## config.mk

```make
export PLATFORM = sky130hd
export DESIGN_NAME = pair_raster_gen
export DESIGN_NICKNAME = d
export VERILOG_FILES = /design/src/rtl/prg_pkg.sv /design/src/rtl/prg_blank_cfg.sv /design/src/rtl/prg_raster_cnt.sv /design/src/rtl/prg_pixel_out.sv /design/src/rtl/pair_raster_gen.sv
export SDC_FILE = /design/constraint.sdc
export NUM_CORES = 1
export LEC_CHECK = 0
export BUFFER_PORTS_ARGS = -buffer_cell sky130_fd_sc_hd__buf_2
export CAP_MARGIN = 20
export CORE_MARGIN = 3
export CORE_UTILIZATION = 44
export CTS_BUF_LIST = sky130_fd_sc_hd__clkbuf_4
export CTS_CLUSTER_DIAMETER = 200
export CTS_CLUSTER_SIZE = 40
export DETAILED_ROUTE_END_ITERATION = 8
export PLACE_DENSITY = 0.75
export SLEW_MARGIN = 25
export SYNTH_ARGS = -nofsm -noshare
export SYNTH_HDL_FRONTEND = slang
export SYNTH_HIERARCHICAL = 1
export SYNTH_SLANG_ARGS = --single-unit
```

## constraint.sdc

```tcl
create_clock -name clk -period 2.77 [get_ports clk]
set_input_delay 0.1385 -clock clk [delete_from_list [all_inputs] [get_ports clk]]
set_output_delay 0.1385 -clock clk [all_outputs]
set_load 0.02 [all_outputs]
```

## src/rtl/prg_pkg.sv

```systemverilog
// Package prg_pkg
// Holds helpers shared by the raster generator modules.
// Assumes all quantities passed in fit in 32-bit unsigned integers.
package prg_pkg;

    // Limit a value to the closed range lo..hi.
    function automatic int unsigned clamp_u(input int unsigned v,
                                            input int unsigned lo,
                                            input int unsigned hi);
        if (v < lo) return lo;
        if (v > hi) return hi;
        return v;
    endfunction

endpackage

```

## src/rtl/prg_blank_cfg.sv

```systemverilog
// Module prg_blank_cfg
// Turns raw blanking requests into effective horizontal blank clocks and
// vertical blank lines, and holds them for a whole frame.
// A zero request picks the preset chosen by rate_sel. A non-zero request
// is clamped to the legal range. Horizontal blanking in pixel periods is
// halved to clocks, which drops the lowest bit.
// Assumes load is high on the last cycle of a frame; values are also
// captured while reset is applied.
module prg_blank_cfg #(
    parameter int unsigned CFG_HW    = 10,
    parameter int unsigned CFG_VW    = 7,
    parameter int unsigned HBLK_MIN  = 180,
    parameter int unsigned HBLK_MAX  = 380,
    parameter int unsigned VBLK_MIN  = 35,
    parameter int unsigned VBLK_MAX  = 59,
    parameter int unsigned H60_BLANK = 280,
    parameter int unsigned V60_BLANK = 45,
    parameter int unsigned H50_BLANK = 380,
    parameter int unsigned V50_BLANK = 59,
    parameter int unsigned HC_W      = 8,
    parameter int unsigned VL_W      = 6
) (
    input  logic              clk,
    input  logic              rst_n,
    input  logic              load,
    input  logic              rate_sel,
    input  logic [CFG_HW-1:0] hblank_cfg,
    input  logic [CFG_VW-1:0] vblank_cfg,
    output logic [HC_W-1:0]   hblk_clk,
    output logic [VL_W-1:0]   vblk_lines
);

    int unsigned     h_req, v_req, h_pix, v_lin;
    logic [HC_W-1:0] h_nxt;
    logic [VL_W-1:0] v_nxt;

    // Choose the preset or the request, clamp it and convert to clocks.
    always_comb begin
        h_req = (hblank_cfg == '0) ? (rate_sel ? H50_BLANK : H60_BLANK)
                                   : 32'(hblank_cfg);
        v_req = (vblank_cfg == '0) ? (rate_sel ? V50_BLANK : V60_BLANK)
                                   : 32'(vblank_cfg);
        h_pix = prg_pkg::clamp_u(h_req, HBLK_MIN, HBLK_MAX);
        v_lin = prg_pkg::clamp_u(v_req, VBLK_MIN, VBLK_MAX);
        h_nxt = HC_W'(h_pix >> 1);
        v_nxt = VL_W'(v_lin);
    end

    // Capture the effective blanking during reset and at each frame end.
    always_ff @(posedge clk) begin
        if (!rst_n || load) begin
            hblk_clk   <= h_nxt;
            vblk_lines <= v_nxt;
        end
    end

endmodule

```

## src/rtl/prg_raster_cnt.sv

```systemverilog
// Module prg_raster_cnt
// Free-running horizontal (clock) and vertical (line) position counters.
// Each line and each frame starts with its active part.
// Reports the active window, line and frame starts, and the last cycle of
// a frame.
// Assumes the blanking inputs stay stable within a frame.
module prg_raster_cnt #(
    parameter int unsigned ACT_CLK   = 960,
    parameter int unsigned ACT_LINES = 1080,
    parameter int unsigned HC_W      = 8,
    parameter int unsigned VL_W      = 6,
    parameter int unsigned HT_W      = 11,
    parameter int unsigned VT_W      = 11
) (
    input  logic            clk,
    input  logic            rst_n,
    input  logic [HC_W-1:0] hblk_clk,
    input  logic [VL_W-1:0] vblk_lines,
    output logic            active,
    output logic            line_first,
    output logic            frame_first,
    output logic            frame_last
);

    logic [HT_W-1:0] h_q, line_len;
    logic [VT_W-1:0] v_q, frame_len;
    logic            h_end, v_end;

    // Derive the totals and the end-of-line and end-of-frame conditions.
    always_comb begin
        line_len    = HT_W'(ACT_CLK) + HT_W'(hblk_clk);
        frame_len   = VT_W'(ACT_LINES) + VT_W'(vblk_lines);
        h_end       = (h_q == line_len - HT_W'(1));
        v_end       = (v_q == frame_len - VT_W'(1));
        frame_last  = h_end && v_end;
        active      = (h_q < HT_W'(ACT_CLK)) && (v_q < VT_W'(ACT_LINES));
        line_first  = (h_q == '0) && (v_q < VT_W'(ACT_LINES));
        frame_first = (h_q == '0) && (v_q == '0);
    end

    // Advance the clock position, and the line position at each line end.
    always_ff @(posedge clk) begin
        if (!rst_n) begin
            h_q <= '0;
            v_q <= '0;
        end else if (h_end) begin
            h_q <= '0;
            v_q <= v_end ? '0 : v_q + VT_W'(1);
        end else begin
            h_q <= h_q + HT_W'(1);
        end
    end

endmodule

```

## src/rtl/prg_pixel_out.sv

```systemverilog
// Module prg_pixel_out
// Output register stage. It registers DE, the two strobes and one pixel
// per lane. A lane carries the accepted pixel only when the cycle is
// active and the source is valid, and zero otherwise.
// Assumes lane 0 is the even pixel.
module prg_pixel_out #(
    parameter int unsigned LANES = 2,
    parameter int unsigned PIX_W = 24
) (
    input  logic                        clk,
    input  logic                        rst_n,
    input  logic                        active,
    input  logic                        line_first,
    input  logic                        frame_first,
    input  logic                        src_valid,
    input  logic [LANES-1:0][PIX_W-1:0] lane_in,
    output logic [LANES-1:0][PIX_W-1:0] lane_out,
    output logic                        de,
    output logic                        sof,
    output logic                        sol
);

    logic take;
    assign take = active && src_valid;

    // Register the framing signals.
    always_ff @(posedge clk) begin
        if (!rst_n) begin
            de  <= 1'b0;
            sof <= 1'b0;
            sol <= 1'b0;
        end else begin
            de  <= active;
            sof <= frame_first;
            sol <= line_first;
        end
    end

    for (genvar i = 0; i < LANES; i++) begin : g_lane
        // Register one pixel lane, forcing zero outside accepted cycles.
        always_ff @(posedge clk) begin
            if (!rst_n || !take) lane_out[i] <= '0;
            else                 lane_out[i] <= lane_in[i];
        end
    end

endmodule

```

## src/rtl/pair_raster_gen.sv

```systemverilog
// Module pair_raster_gen
// Top of the dual-pixel data-enable raster generator. It ties together the
// blanking selection, the position counters and the output stage.
// Assumes a synchronous active-low reset and a source that keeps a pair
// on its inputs while src_valid is high.
module pair_raster_gen #(
    parameter int unsigned ACT_PIX   = 1920,
    parameter int unsigned ACT_LINES = 1080,
    parameter int unsigned CH_W      = 8,
    parameter int unsigned CFG_HW    = 10,
    parameter int unsigned CFG_VW    = 7,
    parameter int unsigned HBLK_MIN  = 180,
    parameter int unsigned HBLK_MAX  = 380,
    parameter int unsigned VBLK_MIN  = 35,
    parameter int unsigned VBLK_MAX  = 59,
    parameter int unsigned H60_BLANK = 280,
    parameter int unsigned V60_BLANK = 45,
    parameter int unsigned H50_BLANK = 380,
    parameter int unsigned V50_BLANK = 59
) (
    input  logic                clk,
    input  logic                rst_n,
    input  logic                rate_sel,
    input  logic [CFG_HW-1:0]   hblank_cfg,
    input  logic [CFG_VW-1:0]   vblank_cfg,
    input  logic                src_valid,
    output logic                src_ready,
    input  logic [3*CH_W-1:0]   src_even,
    input  logic [3*CH_W-1:0]   src_odd,
    output logic                de,
    output logic [3*CH_W-1:0]   even_rgb,
    output logic [3*CH_W-1:0]   odd_rgb,
    output logic                sof,
    output logic                sol
);

    localparam int unsigned LANES   = 2;
    localparam int unsigned PIX_W   = 3 * CH_W;
    localparam int unsigned ACT_CLK = ACT_PIX / LANES;
    localparam int unsigned HC_W    = $clog2(HBLK_MAX / LANES + 1);
    localparam int unsigned VL_W    = $clog2(VBLK_MAX + 1);
    localparam int unsigned HT_W    = $clog2(ACT_CLK + HBLK_MAX / LANES + 1);
    localparam int unsigned VT_W    = $clog2(ACT_LINES + VBLK_MAX + 1);

    logic                        active, line_first, frame_first, frame_last;
    logic [HC_W-1:0]             hblk_clk;
    logic [VL_W-1:0]             vblk_lines;
    logic [LANES-1:0][PIX_W-1:0] lane_in, lane_out;

    prg_blank_cfg #(
        .CFG_HW(CFG_HW), .CFG_VW(CFG_VW),
        .HBLK_MIN(HBLK_MIN), .HBLK_MAX(HBLK_MAX),
        .VBLK_MIN(VBLK_MIN), .VBLK_MAX(VBLK_MAX),
        .H60_BLANK(H60_BLANK), .V60_BLANK(V60_BLANK),
        .H50_BLANK(H50_BLANK), .V50_BLANK(V50_BLANK),
        .HC_W(HC_W), .VL_W(VL_W)
    ) u_cfg (
        .clk(clk), .rst_n(rst_n), .load(frame_last), .rate_sel(rate_sel),
        .hblank_cfg(hblank_cfg), .vblank_cfg(vblank_cfg),
        .hblk_clk(hblk_clk), .vblk_lines(vblk_lines)
    );

    prg_raster_cnt #(
        .ACT_CLK(ACT_CLK), .ACT_LINES(ACT_LINES),
        .HC_W(HC_W), .VL_W(VL_W), .HT_W(HT_W), .VT_W(VT_W)
    ) u_cnt (
        .clk(clk), .rst_n(rst_n),
        .hblk_clk(hblk_clk), .vblk_lines(vblk_lines),
        .active(active), .line_first(line_first),
        .frame_first(frame_first), .frame_last(frame_last)
    );

    assign lane_in   = {src_odd, src_even};
    assign even_rgb  = lane_out[0];
    assign odd_rgb   = lane_out[1];
    assign src_ready = active && rst_n;

    prg_pixel_out #(.LANES(LANES), .PIX_W(PIX_W)) u_out (
        .clk(clk), .rst_n(rst_n), .active(active),
        .line_first(line_first), .frame_first(frame_first),
        .src_valid(src_valid), .lane_in(lane_in), .lane_out(lane_out),
        .de(de), .sof(sof), .sol(sol)
    );

endmodule

```

Yosys cells after proc, flatten, opt, wreduce, memory -nomap -nowiden
Cells that the tools add are included.
- add/sub/neg operators: 6
- order comparisons: 6
- equality and inequality tests: 2
- multiplexer cells: 19
- bitwise operators: 1
- reduce and logical (&&, ||, !) cells: 15
- operators by type and width (cell ; number):
    $gt 32x6->1 const B ; 1
    $gt 32x9->1 const B ; 1
    $lt 32x6->1 const B ; 1
    $lt 32x8->1 const B ; 1
    $mux 9 ; 3
    $mux 6 ; 4
    $add 11x1->11 const B ; 2
    $eq 11x11->1 ; 2
    $logic_not 11->1 ; 2
    $sub 11x1->11 const B ; 2
    $mux 7 ; 2
    $add 10x8->11 const A ; 1
    $add 11x6->11 const A ; 1
    $lt 11x10->1 const B ; 1
    $lt 11x11->1 const B ; 1
    $mux 11 ; 1
    $logic_not 10->1 ; 1
    $mux 10 ; 1
    $mux 8 ; 1
    $logic_not 7->1 ; 1
    $logic_and 1x1->1 ; 6
    $mux 1 ; 6
    $mux 5 ; 1
    $logic_not 1->1 ; 2
    3 further kinds ; 4
- register bits after elaboration: 87
- output and inout bits: 52
- word-level logic and storage cells: 58

Longest topological paths before layout
Gate-level depths: netlist of the first run.
- depth after elaboration: 7
- mapped depth: 10

By module
The synthesis of the first run kept the hierarchy.
- modules (own cells, without submodules) (module ; instances ; cells each ; area an instance (µm²)):
    prg_raster_cnt ; 1 ; 206 ; 1707.9
    prg_pixel_out ; 1 ; 117 ; 1547.7
    prg_blank_cfg ; 1 ; 63 ; 728.2
    pair_raster_gen ; 1 ; 1 ; 6.3

Worst setup path after synthesis of the first run
Ideal clock, no wire load.
- kind: flip-flop to flip-flop
- start point: register u_cfg.hblk_clk[0]
- end point: register u_cfg.hblk_clk[0] (enable)
- library setup time: 371 ps
- data arrival time: 2329 ps
- setup slack: 70 ps
- cell stages (with the launch flop): 11
- buffers on the path: 1
- clock period less this slack: 2700 ps
- cell sequence: edfxtp_1 > inv_1 > ha_1 > nor2b_1 > or3_1 > a31oi_1 > and4b_1 > buf_2 > nand2_1 > nor2_1 > nand2b_1
- word-level cells in the longest chain between the ends: 5
- ends and longest elaborated chain (what ; line ; text):
    start, declared ; prg_blank_cfg.sv:29 ; output logic [HC_W-1:0] hblk_clk,
    start signal, assigned ; prg_blank_cfg.sv:52 ; hblk_clk <= h_nxt;
    $add 10x8->11 ; prg_raster_cnt.sv:31 ; line_len = HT_W'(ACT_CLK) + HT_W'(hblk_clk);
    $sub 11x1->11 ; prg_raster_cnt.sv:33 ; h_end = (h_q == line_len - HT_W'(1));
    $eq 11x11->1 ; prg_raster_cnt.sv:33 ;
    $logic_and 1x1->1 ; prg_raster_cnt.sv:35 ; frame_last = h_end && v_end;
    named net frame_last ; pair_raster_gen.sv:45 ; logic active, line_first, frame_first, frame_last;
    $logic_or 1x1->1 ; prg_blank_cfg.sv:51 ; if (!rst_n || load) begin
The timed path passes the listed nets, and every way through them passes these cells.
A chain may end at the register's enable or synchronous reset.

Final worst setup path of the first run
- start point: register u_cfg.vblk_lines[0]
- end point: register u_cfg.vblk_lines[1] (enable)
- word-level cells in the longest chain between the ends: 5
- ends and longest elaborated chain (what ; line ; text):
    start, declared ; prg_blank_cfg.sv:30 ; output logic [VL_W-1:0] vblk_lines
    start signal, assigned ; prg_blank_cfg.sv:53 ; vblk_lines <= v_nxt;
    $add 11x6->11 ; prg_raster_cnt.sv:32 ; frame_len = VT_W'(ACT_LINES) + VT_W'(vblk_lines);
    $sub 11x1->11 ; prg_raster_cnt.sv:34 ; v_end = (v_q == frame_len - VT_W'(1));
    $eq 11x11->1 ; prg_raster_cnt.sv:34 ;
    $logic_and 1x1->1 ; prg_raster_cnt.sv:35 ;
    named net frame_last ; pair_raster_gen.sv:45 ;
    $logic_or 1x1->1 ; prg_blank_cfg.sv:51 ;
The timed path passes the listed nets, and every way through them passes these cells.

==> results of run 1 <==
[sequential cells by signal, summed over array words and instances, names as in the netlist]
register / flops
u_out/sol: 1
u_out/de: 1
u_out/sof: 1
u_cnt/v_q: 11
u_cfg/vblk_lines: 6
u_out/lane_out: 48
u_cfg/hblk_clk: 8
u_cnt/h_q: 11
[through the flow]
stage | util, % | TNS, ps | cells
2_1_floorplan | - | 0 | 387
3_3_place_gp | 53.1 | 0 | 599
3_5_place_dp | 53.1 | 0 | 599
4_1_cts | 61.0 | 0 | 666
5_1_grt | 61.1 | -7.82 | 668
6_report | 61.1 | 0 | 668
[cells by family after synthesis]
group                      after synthesis  share of synthesized area (%)
AOI/OAI and AO/OA                       53                           10.2
xor gates and xnor gates                27                           5.93
adders and majority gates                6                           1.88
buffers and inverters                   36                           4.74
DFF                                     87                           47.2
muxes                                    3                          0.753
other                                    1                         0.0940
and+or+nand+nor                        174                           29.2
[synth_stat cells (all sizes together) (5+ instances only)]
cell    instances
xnor2          16
xor2           11
a21oi           8
nand2          16
dfxtp          73
nand3b          7
o21ai           7
o211a           6
and4           50
nand2b          8
clkbuf         11
nor3           10
nand3          13
o22ai           5
nor2           27
ha              6
and3           11
buf            11
edfxtp         14
nor4            8
inv            13
[final timing paths]
path	startpoint	end	slack, ps
max	u_cfg/vblk_lines[0]	u_cfg/vblk_lines[1]	130
min	hblank_cfg[2]	u_cfg/hblk_clk[1]	20
max reg2reg	u_cfg/vblk_lines[0]	u_cfg/vblk_lines[1]	130
min reg2reg	u_cnt/v_q[9]	u_cnt/v_q[9]	500
[routing by layer]
layer	global-route usage, %	wire (µm)	vias to the layer above
li1	-	-	1785
met5	0	0	-
met2	33.6	5090	103
met4	7.26	227	0
met3	4.13	475	24
met1	23.8	4250	1685
[power breakdown]
group	internal (W)	leakage, nW	switching (W)	total, W
sequential	0.00134	0.735	0.0000343	0.00137
clock	0.000388	0.0954	0.000491	0.000879
combinational	0.000188	1.58	0.000199	0.000387
[layout make-up]
class / instances / area [µm²]
timing repair buffer: 180 / 1190
multi-input combinational: 264 / 1920
tap: 108 / 135
clock buffer: 9 / 67.6
sequential: 87 / 1880
fill: 709 / 3410
clock inverter: 7 / 109
inverter: 13 / 48.8
[critical path: cells and delay by family, from the launching register on]
kind                   cells  cell delay [ps]
flip-flops                 1              480
buffers and inverters      2              330
AND/OR/NAND/NOR            4             1260
AO/OA/AOI/OAI              2              300
[what timing repair did]
item,CTS,global route
buffers inserted,0,2
endpoints found under the hold margin,51,0
setup endpoints to repair,0,14
hold buffers,51,0
==> results.sh, run 1 <==
export IMPL_avgSynthCellArea_um2=10.3
export IMPL_fin_hold_ws_ps=17.0
export IMPL_pre_cts_slack_ps=173
export IMPL_htree_levels=3
export IMPL_max_freq_mhz=379
export IMPL_critPathRequiredTime_ps=2940
export IMPL_relSlewSlack_pct=57.8
export IMPL_ys_seq_area_share_pct=47.2
export IMPL_dpl_instance_area_um2=4660
export IMPL_portBuffers=120
export IMPL_netlist_area_um2=3990
export IMPL_dr_pass1_iters=4
export IMPL_clockBufferDepth=2
export IMPL_synth_top_cell_area_share_pct=36.6
export IMPL_max_vdd_ir_drop_uv=424
export IMPL_async_reset_ff_share_pct=0
export IMPL_clk_latency_ps=470
export IMPL_fin_crit_sh_pct=95.2
export IMPL_numCtsBuffers=9
export IMPL_wirelength_mm=10.1
export IMPL_antenna_found_initial=0
export IMPL_cts_tree="done"
export IMPL_final_common_cell="buf_2"
export IMPL_critPathArrivalTime_ps=2810
export IMPL_syn_num_nets=462
export IMPL_nets=630
export IMPL_synth_top_area_cell="dfxtp_1"
export IMPL_synth_ff_type="dfxtp_1"
export IMPL_drt_iter0_markers=176
export IMPL_max_stage_delay_ps=510
export IMPL_pin_count=121
export IMPL_status="completed"
export IMPL_drc=0
export IMPL_dpl_hpwl_mm=6.45
export IMPL_die_h_um=101
export IMPL_ys_top_cells_by_area="dfxtp_1 (37%), and4_1 (11%), edfxtp_1 (11%), xnor2_1 (3.5%), nor2_1 (2.5%)"
export IMPL_post_cts_resized=0
export IMPL_layout_common_cells="buf_2 (120), dfxtp_1 (73), dlygate4sd3_1 (51)"
export IMPL_synth_edf_count=14
export IMPL_core_region_area_um2=8760
export IMPL_drive_gt1_share_pct=29.5
export IMPL_start_kind="register"
export IMPL_r2r_cells=8
export IMPL_ant_nets=0
export IMPL_grt_pass1_vias=3369
export IMPL_crit_path_top_delay_cell="or4_4"
export IMPL_drt_wirelength_per_cell_um=15.0
export IMPL_fin_ws_ps=132
export IMPL_fin_area_um2=5360
export IMPL_fp_row_count=34
export IMPL_area_delta_synth_final_pct=34.3
export IMPL_clockRootBuffer="clkbuf_4"
export IMPL_p_leak_nw=2.41
export IMPL_hold_depth=2
export IMPL_worstSetupEndpointType="register"
export IMPL_slew_viol_final=0
export IMPL_yosysUniqueCellTypes=63
export IMPL_synth_warnings=6
export IMPL_synth_seq_cells=87
export IMPL_grt_remaining_overflow=0
export IMPL_grt_util_all_layers_pct=19.4
export IMPL_cts_sinks=87
export IMPL_chipWidth_um=101
export IMPL_clkSlewWorstSetupHoldPaths_ps=150
export IMPL_avgViaCountPerCell=5.38
export IMPL_final_hold_violation_count=0
export IMPL_power_density_nw_per_um2=493
export IMPL_finalCriticalPeriod_ps=2640
export IMPL_grt_max_degree=49
export IMPL_fin_skew_ps=34.7
export IMPL_finalPower_w=0.00264
export IMPL_min_path_type="input port to register"
export IMPL_antennaDiodeCount=0
export IMPL_syn_inst=387
export IMPL_cp_max_fo=14
export IMPL_cp_cell_sequence="buf_4, or4_4, a211oi_2, a41oi_2, or4_4, nor2_1, nand2b_1, buf_12"
export IMPL_die_area_um2=10200
export IMPL_start_util_pct=45.5
export IMPL_setup_violations=0
export IMPL_cap_viol_max_count=0
export IMPL_path_common_cell="or4_4"
export IMPL_place_gp_congestion=0.844
export IMPL_num_vias=3597
export IMPL_critical_path_class="register to register"
export IMPL_grt_pass1_wl_mm=16.1
export IMPL_worstMarginPinSlew_ps=632
Note: power is estimated with default switching activity, not from simulation.
==> run 2: changes to the inputs <==
--- a/config.mk
+++ b/config.mk
@@ -13,9 +13,9 @@
 export CTS_CLUSTER_DIAMETER = 200
 export CTS_CLUSTER_SIZE = 40
 export DETAILED_ROUTE_END_ITERATION = 8
-export PLACE_DENSITY = 0.75
+export GPL_ROUTABILITY_DRIVEN = 0
+export PLACE_DENSITY = 0.76
 export SLEW_MARGIN = 25
 export SYNTH_ARGS = -nofsm -noshare
 export SYNTH_HDL_FRONTEND = slang
-export SYNTH_HIERARCHICAL = 1
 export SYNTH_SLANG_ARGS = --single-unit
==> run 2 against run 1 <==
  * The run now ends with setup timing left
  * Synthesized area is 6.1% lower
  * Maximum frequency is 5.6% lower
  * Critical path depth is 1 lower
  * Largest power group unchanged
==> results.sh, run 2 <==
export IMPL_status="finished, violations left"
export IMPL_failed_checks="setup timing"
export IMPL_synth_top_cell_area_share_pct=39.0
export IMPL_antenna_found_initial=0
export IMPL_core_region_area_um2=8260
export IMPL_grt_pass1_wl_mm=15.7
export IMPL_fin_skew_ps=24.8
export IMPL_clockBufferDepth=2
export IMPL_fillerInstances=693
export IMPL_critPathRequiredTime_ps=2920
export IMPL_synth_warnings=0
export IMPL_setup_violations=14
export IMPL_synth_ff_type="dfxtp_1"
export IMPL_clk_latency_ps=440
export IMPL_grt_util_all_layers_pct=20.0
export IMPL_dpl_hpwl_mm=6.51
export IMPL_numCtsBuffers=9
export IMPL_chipWidth_um=98.3
export IMPL_ys_seq_area_share_pct=50.3
export IMPL_power_density_nw_per_um2=454
export IMPL_syn_inst=387
export IMPL_avgSynthCellArea_um2=9.68
export IMPL_synth_top_cells_by_count="dfxtp_1 (73), and3_1 (56), nor2_1 (27)"
export IMPL_cap_viol_max_count=0
export IMPL_cts_tree="done"
export IMPL_relSlewSlack_pct=59.8
export IMPL_fin_hold_ws_ps=30.1
export IMPL_instances_no_fill=669
export IMPL_dr_pass1_iters=4
export IMPL_portBuffers=120
export IMPL_start_util_pct=45.3
export IMPL_rsz0062_at_grt="true"
export IMPL_fin_crit_sh_pct=101
export IMPL_final_hold_violation_count=0
export IMPL_drc=0
export IMPL_grt_max_degree=50
export IMPL_fin_area_um2=5150
export IMPL_min_path_type="input port to register"
export IMPL_start_kind="register"
export IMPL_clkSlewWorstSetupHoldPaths_ps=130
export IMPL_critical_path_class="register to register"
export IMPL_finalCriticalPeriod_ps=2800
export IMPL_top_regs="u_out.lane_out: 48 flops, u_cnt.h_q: 11 flops, u_cnt.v_q: 11 flops"
export IMPL_die_h_um=98.3
export IMPL_synth_seq_cells=87
export IMPL_yosysMostFrequentCell="dfxtp_1"
export IMPL_grt_remaining_overflow=0
export IMPL_htree_levels=3
export IMPL_dp_cells=603
export IMPL_num_vias=3459
export IMPL_max_vdd_ir_drop_uv=218
export IMPL_fin_ws_ps=-25.8
export IMPL_drt_wirelength_per_cell_um=14.4
export IMPL_pin_count=121
export IMPL_clockRootBuffer="clkbuf_4"
export IMPL_area_delta_synth_final_pct=37.6
export IMPL_antennaDiodeCount=0
export IMPL_layout_common_cells="buf_2 (120), dfxtp_1 (73), and3_1 (56)"
export IMPL_die_area_um2=9650
export IMPL_async_reset_ff_share_pct=0
export IMPL_fp_row_count=33
export IMPL_drt_iter0_markers=128
export IMPL_yosysUniqueCellTypes=59
export IMPL_ant_nets=0
export IMPL_final_common_cell="buf_2"
export IMPL_ys_top_cells_by_area="dfxtp_1 (39%), edfxtp_1 (11%), and3_1 (9.4%), xnor2_1 (4.2%), nor2_1 (2.7%)"
export IMPL_cp_max_fo=14
export IMPL_max_freq_mhz=358
export IMPL_worstMarginPinSlew_ps=598
export IMPL_avgViaCountPerCell=5.17
export IMPL_synth_edf_count=14
export IMPL_nets=634
export IMPL_synth_top_area_cell="dfxtp_1"
export IMPL_cts_sinks=87
export IMPL_pre_cts_slack_ps=15.5
export IMPL_dpl_instance_area_um2=4500
export IMPL_p_leak_nw=2.41
export IMPL_slew_viol_final=0
export IMPL_postLayoutCoreUtil_pct=62.4
export IMPL_syn_num_nets=462
export IMPL_top_register="u_out.lane_out"
export IMPL_worstSetupEndpointType="register"
export IMPL_grt_pass1_vias=3290
export IMPL_wirelength_mm=9.63
export IMPL_netlist_area_um2=3740
export IMPL_drive_gt1_share_pct=29.1
export IMPL_cts_setup_buffers=0
export IMPL_largest_reg_flops=48
export IMPL_critPathArrivalTime_ps=2950
-- run 2: cell families after synthesis --
kind of cell,Yosys count,share of synthesized area [%]
other,1,0.100
muxes,3,0.802
adders and majority gates,6,2.00
and+or+nand+nor,167,25.3
AOI/OAI and AO/OA,59,11.1
xor gates and xnor gates,28,6.55
DFF,87,50.3
buffers and inverters,36,3.98
-- run 2: final timing paths --
path                     startpoint                end  slack, ps  depth (start not counted)
setup reg to reg  u_cfg.hblk_clk[1]  u_cfg.hblk_clk[0]        -30                          7
hold / removal        hblank_cfg[5]  u_cfg.hblk_clk[4]         30                          2
setup / recovery  u_cfg.hblk_clk[1]  u_cfg.hblk_clk[0]        -30                          7
hold reg to reg        u_cnt.v_q[8]       u_cnt.v_q[8]        530                          1
-- run 2: power by group --
group	total [W]	internal (W)	switching, W	leakage (nW)
Clock	0.000660	0.000207	0.000453	0.0651
Combinational	0.000329	0.000164	0.000165	1.63
Sequential	0.00135	0.00133	0.0000233	0.714
-- run 2: area by class of cell --
| cell class | instances | area (µm²) | share of cell area, % |
|---|---|---|---|
| clock inverters | 6 | 52.6 | 1.02 |
| well taps | 105 | 131 | 2.55 |
| inverters | 16 | 60.1 | 1.17 |
| repair buffers | 181 | 1200 | 23.3 |
| multi-input cells | 264 | 1750 | 34.0 |
| clock buffers | 10 | 75.1 | 1.46 |
| flip-flops and latches | 87 | 1880 | 36.5 |
-- run 2: layer usage --
metal / vias up / track usage, % / part of all wire [%]
met3: 22 / 4.43 / 4.4
li1: 1713 / - / -
met5: - / 0 / 0
met1: 1628 / 23.0 / 40
met2: 96 / 36.2 / 54
met4: 0 / 7.46 / 2.4
-- run 2: what timing repair did --
item,4_1_cts,5_1_grt
hold buffers,50,0
resized for setup,0,7
endpoints found under the hold margin,50,0
pin swaps,0,4
setup endpoints to repair,1,20
-- run 2: critical path, cell delays in order (launching register included) --
cell	delay, ps
edfxtp_1	410
or4_4	550
or3_1	330
a22oi_2	210
nand4_1	110
or4b_4	600
a21oi_4	160
buf_12	150
-- run 2: per-stage QoR --
stage / total power (W) / setup TNS (ps)
after detailed placement: 0.00165 / 0
after floorplan: 0.00153 / -1980
after global placement: 0.00164 / 0
after CTS: 0.00235 / -0.122
after global routing: 0.00244 / -1860
final: 0.00234 / -294
